`config.mk`:
```
export PLATFORM = sky130hd
export DESIGN_NAME = alu_fsel64
export DESIGN_NICKNAME = d
export VERILOG_FILES = /design/src/rtl/alu_fsel64.sv
export SDC_FILE = /design/constraint.sdc
export NUM_CORES = 1
export LEC_CHECK = 0
export BUFFER_PORTS_ARGS = -buffer_cell sky130_fd_sc_hd__buf_2
export CAP_MARGIN = 10
export CORE_AREA = 2 2 153 118
export DETAILED_ROUTE_END_ITERATION = 16
export DIE_AREA = 0 0 155 120
export GPL_TIMING_DRIVEN = 0
export PLACE_DENSITY_LB_ADDON = 0.08
export SLEW_MARGIN = 5
export SYNTH_ARGS = -nofsm -noshare
export SYNTH_HDL_FRONTEND = slang
export SYNTH_SLANG_ARGS = --single-unit
export TNS_END_PERCENT = 5
```
`constraint.sdc`:
```
create_clock -name vclk -period 6.3
set_clock_uncertainty 0.2 [all_clocks]
set_input_delay 0.63 -clock vclk [all_inputs]
set_output_delay 0.63 -clock vclk [all_outputs]
set_load 0.01 [all_outputs]
```
`src/rtl/alu_fsel64.sv`:
```
module alu_fsel64 #(
  parameter int WIDTH = 64
) (
  input  logic [WIDTH-1:0] a_in,
  input  logic [WIDTH-1:0] b_in,
  input  logic             carry_in,
  input  logic [4:0]       func_sel,
  output logic [WIDTH-1:0] result,
  output logic             carry_out
);
  logic [WIDTH-1:0] a_cond, b_cond, sum;
  logic [2:0]       op;

  assign op     = func_sel[4:2];
  assign a_cond = func_sel[1] ? ~a_in : a_in;
  assign b_cond = func_sel[0] ? ~b_in : b_in;
  assign {carry_out, sum} = {1'b0, a_cond} + {1'b0, b_cond} + {{WIDTH{1'b0}}, carry_in};

  always_comb begin
    unique case (op)
      3'd0:    result = a_cond & b_cond;
      3'd1:    result = a_cond | b_cond;
      3'd2:    result = sum;
      3'd3:    result = a_cond ^ b_cond;
      3'd4:    result = {a_in[WIDTH-2:0], 1'b0};
      3'd5:    result = {1'b0, a_in[WIDTH-1:1]};
      default: result = '0;
    endcase
  end
endmodule


```
# After elaboration in Yosys (flattened, before gate mapping)
# Cells that the tools add are included.
[classes] n_mux=3 bitwise=5 n_eq_ne=5 reduce_logical=1 n_addsub=2
[ops] operator="64-bit one-hot mux with 6 select lines" n=1
[ops] operator="64-bit two-way mux" n=2
[ops] operator="64-bit inverter" n=2
[ops] operator="64-bit by 64-bit adder with 65-bit output" n=1
[ops] operator="65-bit by 1-bit adder with 65-bit output" n=1
[ops] operator="64-bit bitwise AND" n=1
[ops] operator="64-bit OR" n=1
[ops] operator="64-bit XOR" n=1
[ops] operator="3-bit by 2-bit == test with 1-bit output, second input constant" n=2
[ops] operator="3-bit == test, second input constant" n=2
[ops] operator="3-bit by 1-bit == test with 1-bit output, second input constant" n=1
[ops] operator="3-bit logical NOT" n=1
[totals] regBits=0 out_inout_bits=65 word_cells=16

# Longest topological paths before layout
# Gate-level depths: netlist of the first run.
[depth] word_depth=5 mapped_depth=17

# Worst setup path after synthesis of the first run
# No wires, ideal clock.
[synth_timing] path_type="input -> output" startpoint="input func_sel[0]" endpoint="output result[60]" t_required_ns=5.470 arrival_ns=4.179 slack_ns=1.291 n_path_buf=2 cell_stages=16 path_cell_list="clkbuf_1 -> buf_1 -> xor2_1 -> inv_1 -> fa_1 -> inv_1 -> fa_1 -> a21oi_1 -> o211ai_1 -> a2111oi_0 -> o21a_1 -> o31a_1 -> o311ai_2 -> nand2_1 -> o221a_1 -> o21ai_1"
[synth_via] elab_chain_len=4 elab_cells_between_ends=7 classes_between="add/sub: 2; mux: 2; bitwise: 3"
[synth_rtl] item="start, declared" line_no="7" source="input logic [4:0] func_sel,"
[synth_rtl] item="64-bit two-way mux *" line_no="16" source="assign b_cond = func_sel[0] ? ~b_in : b_in;"
[synth_rtl] item="64-bit by 64-bit adder with 65-bit output" line_no="17" source="assign {carry_out, sum} = {1'b0, a_cond} + {1'b0, b_cond} + {{WIDTH{1'b0}}, carry_in};"
[synth_rtl] item="65-bit by 1-bit adder with 65-bit output" line_no="17"
[synth_rtl] item="64-bit one-hot mux with 6 select lines *" line_no="20" source="unique case (op)"
[synth_rtl] item="end, declared" line_no="8" source="output logic [WIDTH-1:0] result,"
# Mark *: on every way between the ends. The rest lies on a longest branch, timed or not.

# Worst setup path after layout of the first run
[layout_timing] startpoint="input func_sel[1]" endpoint="output result[61]"
[layout_via] elab_chain_len=4 elab_cells_between_ends=7 classes_between="add/sub: 2; mux: 2; bitwise: 3"
[layout_rtl] item="64-bit two-way mux *" line_no="15" source="assign a_cond = func_sel[1] ? ~a_in : a_in;"
[layout_rtl] item="64-bit by 64-bit adder with 65-bit output" line_no="17"
[layout_rtl] item="65-bit by 1-bit adder with 65-bit output" line_no="17"
[layout_rtl] item="64-bit one-hot mux with 6 select lines *" line_no="20"
# Marked as above.

==> reports/metrics.yaml, run 1 <==
status: "finished clean"
grt-ovfl-total: 0
synth_commonest_cells: "inv_1 (153), xor2_1 (146), a21oi_1 (136)"
ir_drop_mv: 0.07244
period_minus_slack_ns: 6.166
ant_nets: 0
drt-met1-wl_um: 17170
multi_input_area_mm2: 0.008269
drt_wl_total_um: 38610
worstPathArrival_ns: 5.34
setup_ws_ns: 0.1341
grt_pass1_vias: 10390
tightestPinTransition_ns: 1.129
crit_type: "primary input to output pin"
power_frac_clock_pct: 0
final_nets: 1854
cts_setup_buffers: 0
fmax_ghz: 0.1622
drv_slew: 0
power_mw: 1.579
rsz0062_at_grt: "yes"
clock_buffer_count: 0
yosys.area.top_type: "ha_1"
p_int_uw: 591.4
grt_max_degree: 11
worst_setup_path_end_kind: "output pin"
place_area_mm2: 0.01051
route.met2.wl_um: 15020
synth_area_per_cell_um2: 6.647
synth.most_common_cell: "inv_1"
flops_and_latches: 0
final_cells: 1808
core-area_mm2: 0.01718
post_drt_wl_per_cell_um: 21.36
fin_area_mm2: 0.01052
nFillCells: 1781
die_h_um: 120
yosysSeqAreaShare_pct: 0
post-place-ws_ns: 0.02305
antenna_found_initial: 1
die-area_mm2: 0.01860
cp-start-kind: "primary input"
sequentialPowerShare_pct: 0
hp-class: "primary input to output pin"
syn-num-nets: 1657
setup_viol: 0
period_share_pct: 97.87
share_comb_of_total_power_pct: 100.0
layout-drive-gt1-share_pct: 16.94
drt_iter0_drc: 1450
fp-row-count: 42
fp.dieW_um: 155
num_vias: 11310
dr_wl_met3_um: 5264
holdWs_ns: 1.447
synthTopCellsByArea: "ha_1 (17%), xor2_1 (14%), a21oi_1 (7.4%), inv_1 (6.2%), nor2_1 (4.8%)"
syn_inst: 1393
dr.pass1.iters: 6
drv_cap: 0
netSwitchingFraction_pct: 62.54
drc_errors: 0
groute.usage.overall_pct: 39.89
ioPinCount: 199
relSlewSlack_pct: 24.71
crit_required_ns: 5.47
finalHoldViolations: 0
p_leak_nw: 5.207
highest_layer: "met5"
dp.cells: 1808
syn2layout_area_growth_pct: 13.57
num_antenna_cells: 0
place.gp.congestion: 1.032
synth_cell_types: 71
synth_top_area_share_pct: 17.30
grt_pass1_wl_um: 58300
syn-cell-area_mm2: 0.009259
path_max_fanout: 10
place_hpwl_um: 30490
p_sw_uw: 987.1
start_util_pct: 53.88
yosys_warnings: 0
detail_route.vias_per_cell: 6.254
io_buffers: 195
seq_area_um2: 0
powerDensity_mw_per_mm2: 150.1
==> per-layer routing <==
metal | global-route usage, % | vias up
met2 | 56.56 | 763
met4 | 9.317 | 2
li1 | - | 5255
met5 | 0 | -
met1 | 59.72 | 5205
met3 | 9.715 | 83
==> through the flow <==
stage	util [%]	setup TNS (ns)
after global routing	61.19	-0.01755
after detailed placement	61.16	0
final	61.19	0
after CTS	61.16	0
after global placement	61.16	0
after floorplan	-	0
==> power groups by stage <==
stage          clock, mW  sequential (mW)  combinational [mW]
2_1_floorplan          0                0                1.08
3_3_place_gp           0                0                1.51
3_5_place_dp           0                0                1.52
4_1_cts                0                0                1.53
5_1_grt                0                0                1.71
6_report               0                0                1.58
==> final timing paths <==
| kind | from | end | slack, ns | cells after the start |
|---|---|---|---|---|
| setup / recovery | func_sel[1] | result[61] | 0.13 | 15 |
| hold / removal | a_in[1] | result[0] | 1.45 | 4 |
==> logic make-up after synthesis <==
group / Yosys count / synth area share (%)
XOR/XNOR: 182 / 17.22
AO/OA/AOI/OAI: 423 / 29.89
buffers and inverters: 255 / 10.69
AND/OR/NAND/NOR: 337 / 16.59
multiplexers: 66 / 7.878
adder cells (fa/ha/maj): 130 / 17.73
==> critical path, stage by stage <==
cell	delay, ns
buf_1	0.60
buf_1	0.72
xor2_1	0.18
ha_1	0.41
a21oi_2	0.36
o21ai_0	0.16
a221o_1	0.44
o2111ai_1	0.39
a31oi_1	0.26
o21ai_1	0.23
nand3b_1	0.18
a31oi_1	0.26
xor2_1	0.09
o21ai_1	0.23
buf_2	0.19
==> cells in the final DEF, fill, tap and decap left out, types with 36 or more instances in the layout <==
master | netlist | layout
buf_2 | 14 | 209
inv_1 | 153 | 153
xor2_1 | 146 | 146
a21oi_1 | 136 | 136
ha_1 | 128 | 128
nor2_1 | 118 | 118
nand2_1 | 105 | 105
clkbuf_1 | 69 | 67
o21ai_0 | 49 | 49
xnor2_1 | 36 | 36
a211oi_1 | 36 | 36
==> area by class of cell <==
class                           instances  area share, %
Multi-Input combinational cell       1138          78.64
Tap cell                              220          2.618
Buffer                                102          3.998
Timing Repair Buffer                  195          9.281
Inverter                              153          5.462
==> timing repair <==
| action | CTS | global route |
|---|---|---|
| setup endpoints to repair | 0 | 23 |
| hold buffers | 0 | 0 |
| resized for setup | 0 | 9 |
(Power assumes the default switching activity.)
==> inputs of run 2 (changes only) <==
--- a/config.mk
+++ b/config.mk
@@ -12,4 +12,5 @@
 export DIE_AREA = 0 0 155 120
 export GPL_TIMING_DRIVEN = 0
+export MAX_ROUTING_LAYER = met4
 export PLACE_DENSITY_LB_ADDON = 0.08
 export SLEW_MARGIN = 5
==> constraint.sdc (replaced) <==
create_clock -name vclk -period 6.3
set_clock_uncertainty 0.2 [all_clocks]
set_input_delay 0.63 -clock vclk [all_inputs]
set_output_delay 0.63 -clock vclk [all_outputs]
set_load 0.1 [all_outputs]
==> run 2 against run 1 <==
Effect of this change: die area stayed put; final cell count unchanged; utilization is 0.17 points higher; hold slack improved by 0.16 ns; clock-buffer cell count unchanged; first-iteration DRC count decreased by 14%; flip-flop and latch count is the same; global-route usage grew 2.3 points; final area increased by 0.29%; critical path depth increased by 1; highest routed layer is now met4.
==> reports/metrics.yaml, run 2 (synthesis results as in run 1) <==
status: "finished clean"
period_minus_slack_ns: 6.166  # -0.0003260 ns
fp-row-count: 42  # unchanged
top_usage_layer: "met2"
period_share_pct: 97.87  # about the same
core-area_mm2: 0.01718  # unchanged
drv_slew: 0  # unchanged
layout-drive-gt1-share_pct: 17.13  # +0.19 points
place.gp.congestion: 1.037  # +0.47%
grt_max_degree: 11  # unchanged
cp-start-kind: "primary input"
detail_route.vias_per_cell: 6.343  # +1.4%
antenna_found_initial: 0  # -1
ioPinCount: 199  # unchanged
final_nets: 1854  # unchanged
drt_iter0_drc: 1254  # -14%
fp.dieW_um: 155  # unchanged
flops_and_latches: 0  # unchanged
io_buffers: 195  # unchanged
clock_buffer_count: 0  # unchanged
die_h_um: 120  # unchanged
grt_pass1_wl_um: 59770  # +2.5%
finalHoldViolations: 0  # unchanged
use_met1_pct: 60.00  # +0.28 points
grtUsageMet2_pct: 60.50  # +3.9 points
multi_input_area_mm2: 0.008278  # +0.11%
powerDensity_mw_per_mm2: 195.2  # +30%
syn2layout_area_growth_pct: 13.89
seq_area_um2: 0  # unchanged
dr.pass1.iters: 6  # unchanged
fmax_ghz: 0.1622  # about the same
post_drt_wl_per_cell_um: 21.87  # +2.4%
worst_setup_path_end_kind: "output pin"
start_util_pct: 53.88  # unchanged
nFillCells: 1709  # -4.0%
die-area_mm2: 0.01860  # unchanged
num_antenna_cells: 0  # unchanged
grt_pass1_vias: 10560  # +1.7%
drt_wl_total_um: 39540  # +2.4%
final_common_cell: "buf_2"
grt-ovfl-total: 0  # unchanged
relSlewSlack_pct: 26.10  # +1.4 points
num_vias: 11470  # +1.4%
worstPathArrival_ns: 5.34  # about the same
dp.cells: 1808  # unchanged
groute.usage.overall_pct: 42.17  # +2.3 points
final_cells: 1808  # unchanged
setup_viol: 0  # unchanged
grt_use_met3_pct: 9.209  # -0.51 points
final_cell_mix: "buf_2 (205), inv_1 (153), xor2_1 (146), a21oi_1 (136), ha_1 (128)"
ant_nets: 0  # unchanged
tightestPinTransition_ns: 1.109  # -0.02088 ns
crit_required_ns: 5.47  # about the same
drc_errors: 0  # unchanged
ir_drop_mv: 0.1452  # +100%
crit_type: "primary input to output pin"
drv_cap: 0  # unchanged
hp-class: "primary input to output pin"
postCtsHoldBufs: 0  # unchanged
p_leak_nw: 5.221  # +0.26%
place_hpwl_um: 31080  # +1.9%
path_max_fanout: 10  # unchanged
utilization_pct: 61.37  # +0.17 points
-- run 2: cell types whose count changed in the layout (fill, tap and decap cells not counted) --
cell,before,now
xnor2_2,0,1
buf_1,15,13
buf_2,209,205
o21ai_1,12,13
a2111oi_1,0,1
clkdlybuf4s15_2,0,1
clkbuf_4,0,3
o21ai_0,49,48
xnor2_1,36,35
buf_4,0,2
a2111oi_0,1,0
-- run 2: layer usage --
metal | vias to the layer above | part of all wire (%)
li1 | 5261 | -
met1 | 5314 | 43
met2 | 798 | 40
met3 | 95 | 14
met4 | 0 | 2.8
met5 | - | 0
-- run 2: cell type report --
cell class / count / share of cell area, %
inverter: 153 / 5.446
multi-input combinational: 1138 / 78.50
buffer: 102 / 4.094
timing repair buffer: 195 / 9.350
tap: 220 / 2.610
-- run 2: worst max-delay path: stages --
cell       delay, ns
clkbuf_2        0.33
buf_1           0.76
xor2_1          0.20
ha_1            0.33
clkbuf_1        0.31
nand2_1         0.11
or3_1           0.33
a211oi_2        0.35
o2111ai_1       0.23
a31oi_1         0.43
o21ai_1         0.16
nand3b_1        0.18
a31oi_1         0.13
xor2_1          0.15
o21ai_1         0.21
buf_2           0.48
-- run 2: path summary, 6_finish.rpt --
check	depth (start not counted)	from	to
max	16	func_sel[1]	result[61]
min	4	a_in[1]	result[0]
-- run 2: where the power goes --
group          total, mW  switching (mW)  internal (mW)
clock                  0               0              0
combinational       2.06            1.46          0.596
sequential             0               0              0
-- run 2: stage by stage --
| stage | total power [mW] | worst slack [ns] | hold slack, ns | setup TNS, ns | instance area (um^2) |
|---|---|---|---|---|---|
| floorplan | 1.546 | -0.09020 | 1.619 | -0.09020 | 9259 |
| global placement | 1.977 | -0.3340 | 1.594 | -2.387 | 10510 |
| detailed placement | 1.990 | -0.3176 | 1.599 | -2.339 | 10510 |
| CTS | 2.002 | 0.1462 | 1.599 | 0 | 10530 |
| global route | 2.193 | -0.005435 | 1.603 | -0.005435 | 10550 |
| finish | 2.059 | 0.1344 | 1.602 | 0 | 10550 |
-- run 2: what timing repair did --
item / 4_1_cts / 5_1_grt
endpoints found under the setup margin: 14 / 11
resized for setup: 6 / 14
buffers inserted: 0 / 0
